--- config.mk ---
export PLATFORM = sky130hd
export DESIGN_NAME = arbx_bus_arbiter
export DESIGN_NICKNAME = d
export VERILOG_FILES = /design/src/rtl/arbx_pkg.sv /design/src/rtl/arbx_pick.sv /design/src/rtl/arbx_ctrl.sv /design/src/rtl/arbx_bus_arbiter.sv
export SDC_FILE = /design/constraint.sdc
export NUM_CORES = 1
export LEC_CHECK = 0
export BUFFER_PORTS_ARGS = -buffer_cell sky130_fd_sc_hd__buf_2
export CAP_MARGIN = 25
export CORE_MARGIN = 5
export CORE_UTILIZATION = 35
export CTS_CLUSTER_DIAMETER = 30
export DETAILED_ROUTE_END_ITERATION = 10
export GPL_TIMING_DRIVEN = 0
export SYNTH_ARGS = -nofsm -noshare
export SYNTH_HDL_FRONTEND = slang
export SYNTH_SLANG_ARGS = --single-unit
--- constraint.sdc ---
create_clock -name clk -period 3.1 [get_ports clk]
set_input_delay 0 -clock clk [delete_from_list [all_inputs] [get_ports clk]]
set_output_delay 0 -clock clk [all_outputs]
set_load 0.005 [all_outputs]
--- src/rtl/arbx_pkg.sv ---
package arbx_pkg;
   // Bit positions of the masters in every request, end and grant vector.
   localparam int unsigned MST_ETH = 0;
   localparam int unsigned MST_DMA = 1;
   localparam int unsigned MST_CPU = 2;

   // Ranking select encoding.
   typedef enum logic {
      ORDER_LOW_FIRST  = 1'b0,
      ORDER_HIGH_FIRST = 1'b1
   } order_e;

   // Outcome of one arbitration point.
   typedef enum logic [1:0] {
      DEC_HOLD  = 2'd0,
      DEC_PARK  = 2'd1,
      DEC_IDLE  = 2'd2,
      DEC_GRANT = 2'd3
   } decision_e;
endpackage

--- src/rtl/arbx_pick.sv ---
module arbx_pick #(
   parameter int unsigned NM = 3
) (
   input  logic [NM-1:0] cand,
   input  logic          order_hi,
   output logic [NM-1:0] win,
   output logic          any
);
   localparam logic [NM-1:0] ONE = NM'(1);

   logic [NM-1:0] lo_win;
   logic [NM-1:0] rev_cand;
   logic [NM-1:0] rev_win;
   logic [NM-1:0] hi_win;

   // Lowest set bit wins for the low-first ranking.
   assign lo_win = cand & (~cand + ONE);

   // High-first ranking: mirror, take lowest, mirror back.
   for (genvar i = 0; i < NM; i++) begin : g_mirror
      assign rev_cand[i] = cand[NM-1-i];
      assign hi_win[i]   = rev_win[NM-1-i];
   end
   assign rev_win = rev_cand & (~rev_cand + ONE);

   assign win = order_hi ? hi_win : lo_win;
   assign any = |cand;
endmodule

--- src/rtl/arbx_ctrl.sv ---
module arbx_ctrl
   import arbx_pkg::*;
#(
   parameter int unsigned NM = 3
) (
   input  logic          clk,
   input  logic          rst,
   input  logic [NM-1:0] req,
   input  logic [NM-1:0] cyc_end,
   input  logic          cfg_assume,
   input  logic          cfg_lock,
   input  logic [NM-1:0] win,
   input  logic          win_any,
   output logic [NM-1:0] cand,
   output logic [NM-1:0] gnt
);
   logic [NM-1:0] gnt_q, gnt_d;
   logic          busy_q, busy_d;
   logic          skip_q, skip_d;
   logic          have_owner, own_req, own_end, arb_pt;
   decision_e     dec;

   assign have_owner = |gnt_q;
   assign own_req    = |(req & gnt_q);
   assign own_end    = |(cyc_end & gnt_q);
   assign arb_pt     = !busy_q || own_end;

   // Candidate set: real requests, plus the owner when it is assumed to stay.
   assign cand = req | ((cfg_assume && !skip_q) ? gnt_q : '0);

   always_comb begin
      if (!arb_pt)                    dec = DEC_HOLD;
      else if (cfg_lock && have_owner) dec = DEC_HOLD;
      else if (!win_any)              dec = DEC_PARK;
      else if (win == gnt_q && !own_req) dec = DEC_IDLE;
      else                            dec = DEC_GRANT;
   end

   always_comb begin
      gnt_d  = gnt_q;
      busy_d = busy_q;
      skip_d = skip_q;
      unique case (dec)
         DEC_HOLD: begin
            if (arb_pt) busy_d = own_req;
         end
         DEC_PARK: begin
            busy_d = 1'b0;
         end
         DEC_IDLE: begin
            busy_d = 1'b0;
            skip_d = 1'b1;
         end
         DEC_GRANT: begin
            gnt_d  = win;
            busy_d = 1'b1;
            skip_d = 1'b0;
         end
         default: ;
      endcase
   end

   always_ff @(posedge clk) begin
      if (rst) begin
         gnt_q  <= '0;
         busy_q <= 1'b0;
         skip_q <= 1'b0;
      end else begin
         gnt_q  <= gnt_d;
         busy_q <= busy_d;
         skip_q <= skip_d;
      end
   end

   assign gnt = gnt_q;
endmodule

--- src/rtl/arbx_bus_arbiter.sv ---
module arbx_bus_arbiter
   import arbx_pkg::*;
#(
   parameter int unsigned NM = 3
) (
   input  logic          clk,
   input  logic          rst,
   input  logic [NM-1:0] req_i,
   input  logic [NM-1:0] end_i,
   input  logic          cfg_order_i,
   input  logic          cfg_assume_i,
   input  logic          cfg_lock_i,
   output logic [NM-1:0] gnt_o
);
   if (NM < 2) begin : g_bad_nm
      $error("arbx_bus_arbiter: NM must be at least 2");
   end
   if (NM <= MST_CPU) begin : g_bad_map
      $error("arbx_bus_arbiter: NM too small for the master map");
   end

   logic [NM-1:0] cand;
   logic [NM-1:0] win;
   logic          win_any;

   arbx_pick #(.NM(NM)) u_pick (
      .cand     (cand),
      .order_hi (cfg_order_i == ORDER_HIGH_FIRST),
      .win      (win),
      .any      (win_any)
   );

   arbx_ctrl #(.NM(NM)) u_ctrl (
      .clk        (clk),
      .rst        (rst),
      .req        (req_i),
      .cyc_end    (end_i),
      .cfg_assume (cfg_assume_i),
      .cfg_lock   (cfg_lock_i),
      .win        (win),
      .win_any    (win_any),
      .cand       (cand),
      .gnt        (gnt_o)
   );
endmodule

==> flow_metrics.env <==
export IMPL_htree_levels=1
export IMPL_critical_path_class="reg -> reg"
export IMPL_grt_util_all_layers=0.131
export IMPL_cp_arrival_ns=2.17
export IMPL_power_leakage_uw=0.000248
export IMPL_drive_gt1_frac=0.304
export IMPL_grt_max_degree=11
export IMPL_viasPerCell=5.78
export IMPL_grt_pass1_wl_mm=2.01
export IMPL_ys_seq_elements=5
export IMPL_tns_ns=0
export IMPL_ant_nets=0
export IMPL_start_kind="flop"
export IMPL_synth_top_area_share=0.212
export IMPL_drt_total_wl_mm=1.24
export IMPL_insertion_delay_ns=0.24
export IMPL_maxCapViolCount=0
export IMPL_vias=543
export IMPL_chipWidth_um=46.8
export IMPL_ios=14
export IMPL_cts_tree="done"
export IMPL_multi_input_area_um2=340
export IMPL_drt_first_pass_iters=4
export IMPL_synth_nets=74
export IMPL_synthTopCellsByArea="dfxtp_1 21%, nand2b_1 6.6%, nor2_1 5.6%"
export IMPL_core_um2=1280
export IMPL_grt_setup_unrepaired="false"
export IMPL_drcViolationCount=0
export IMPL_synth_ff_type="dfxtp_1"
export IMPL_fin_ws_ns=1.06
export IMPL_rows=13
export IMPL_cts_resized=0
export IMPL_hold_viol=0
export IMPL_avgSynthCellArea_um2=7.51
export IMPL_ys_seq_area_frac=0.212
export IMPL_initial_core_util=0.368
export IMPL_die_y_um=46.8
export IMPL_fin_hold_ws_ns=0.0191
export IMPL_antennaDiodeCount=0
export IMPL_r2r_start="u_ctrl.gnt[0]$_SDFFE_PP0N_"
export IMPL_period_share=0.658
export IMPL_cp_required_ns=3.23
export IMPL_synth_edff_count=0
export IMPL_synth_warnings=0
export IMPL_irDropWorstVdd_v=0.000352
export IMPL_cts_made_buffers=3
export IMPL_cts_setup_buffers=0
export IMPL_port_buffers=12
export IMPL_hold_buffers=0
export IMPL_min_from="rst"
export IMPL_synth_most_common_cell="nor2_1"
export IMPL_regArea_um2=100
export IMPL_max_slew_margin=0.720
export IMPL_critPathCaptureType="flop"
export IMPL_yosys_top_cells_count="7 x nor2_1, 6 x nand2_1, 5 x dfxtp_1, 5 x nand2b_1, 4 x o21ai_0"
export IMPL_die_area_um2=2190
export IMPL_drt_iter0_drc=15
export IMPL_routedWlPerCell_um=13.2
export IMPL_yosysUniqueCellTypes=31
export IMPL_power_density_nw_per_um2=544
export IMPL_synthCells=63
export IMPL_fill_cells=134
export IMPL_clk_pin_slew_ns=0.04
export IMPL_antenna_found_initial=0
export IMPL_syn_to_final_growth_pct=22.2
export IMPL_clkSinkCount=5
export IMPL_gr_total_overflow=0
export IMPL_pre_cts_ws_ns=1.12
export IMPL_cts_max_path_buffers=2
export IMPL_netlist_area_um2=473
export IMPL_design_area_um2=578
export IMPL_root_buffer="clkbuf_4"
export IMPL_min_path_type="in -> reg"
export IMPL_yosysTopAreaCell="dfxtp_1"
export IMPL_finClkSkew_ns=0.000474
export IMPL_startpoint="u_ctrl.gnt[0]$_SDFFE_PP0N_"
export IMPL_setup_viol=0
export IMPL_grt_pass1_vias=495
export IMPL_fmax_ghz=0.490
export IMPL_slew_viol_final=0
export IMPL_finalPower_uw=314
export IMPL_cp_max_fo=8
export IMPL_outcome="finished, final reports clean"
export IMPL_placed_area_um2=552
export IMPL_worst_slew_pin_slew_ns=0.409
export IMPL_gp_congestion=0.847
export IMPL_finalCriticalPeriod_ns=2.04
export IMPL_synthArstFlopShare=0
export IMPL_nets=91
report_power, final:
part | internal, uW | switching, uW
Sequential | 80.1 | 14.8
Clock | 48.6 | 26.2
Combinational | 72.7 | 71.9
Total | 201 | 113
layout make-up:
cell class | instances | share of cell area
multi-input combinational | 52 | 0.589
sequential | 5 | 0.173
timing repair buffer | 12 | 0.104
clock buffer | 4 | 0.0455
buffer | 3 | 0.0368
tap | 15 | 0.0325
inverter | 3 | 0.0195
critical path, stage by stage (launching register included):
cell	delay [ns]
dfxtp_1	0.48
and3b_1	0.24
nor2_1	0.06
a2111oi_0	0.42
o2111a_1	0.29
or2_4	0.15
mux2_4	0.29
sequential cells by signal, indices dropped and copies added, names as in the netlist:
| signal | count |
|---|---|
| u_ctrl.busy_q | 1 |
| u_ctrl.gnt | 3 |
| u_ctrl.skip_q | 1 |
routing by layer:
metal,part of all wire,GRT usage,vias up
met5,0,0,-
met4,0,0.0387,0
met3,0.093,0.0690,0
met2,0.43,0.192,22
met1,0.47,0.165,250
li1,-,-,271
worst paths after layout:
kind | endpoint | cells past startpoint | slack [ns]
worst min register to register | u_ctrl.busy_q$_SDFFE_PP0P_ | 2 | 0.50
worst max register to register | u_ctrl.gnt[0]$_SDFFE_PP0N_ | 6 | 1.06
worst min-delay path | u_ctrl.gnt[1]$_SDFFE_PP0N_ | 2 | 0.02
worst max-delay path | u_ctrl.gnt[0]$_SDFFE_PP0N_ | 6 | 1.06
metrics by stage:
| stage | cells | utilization |
|---|---|---|
| finish | 94 | 0.450 |
| detailed placement | 90 | 0.429 |
| CTS | 94 | 0.450 |
| global placement | 90 | 0.429 |
| floorplan | 63 | - |
| global route | 94 | 0.450 |
logic make-up (layout without fill, tap and decap cells):
group                  Yosys count  in the layout  synth area share
DFF                              5              5             0.212
muxes                            2              2            0.0529
AOI/OAI and AO/OA               23             23             0.347
and+or+nand+nor                 27             27             0.320
buffers and inverters            6             22            0.0688
placed cells by master, fill, tap and decap left out, types with 2 or more instances in the layout:
master	n
a21oi_1	3
a22oi_1	2
a31oi_1	3
buf_2	14
clkbuf_4	3
dfxtp_1	5
inv_1	3
nand2_1	6
nand2b_1	5
nor2_1	7
o21ai_0	4
o31ai_1	2
or2_4	2
(Power assumes the default switching activity.)
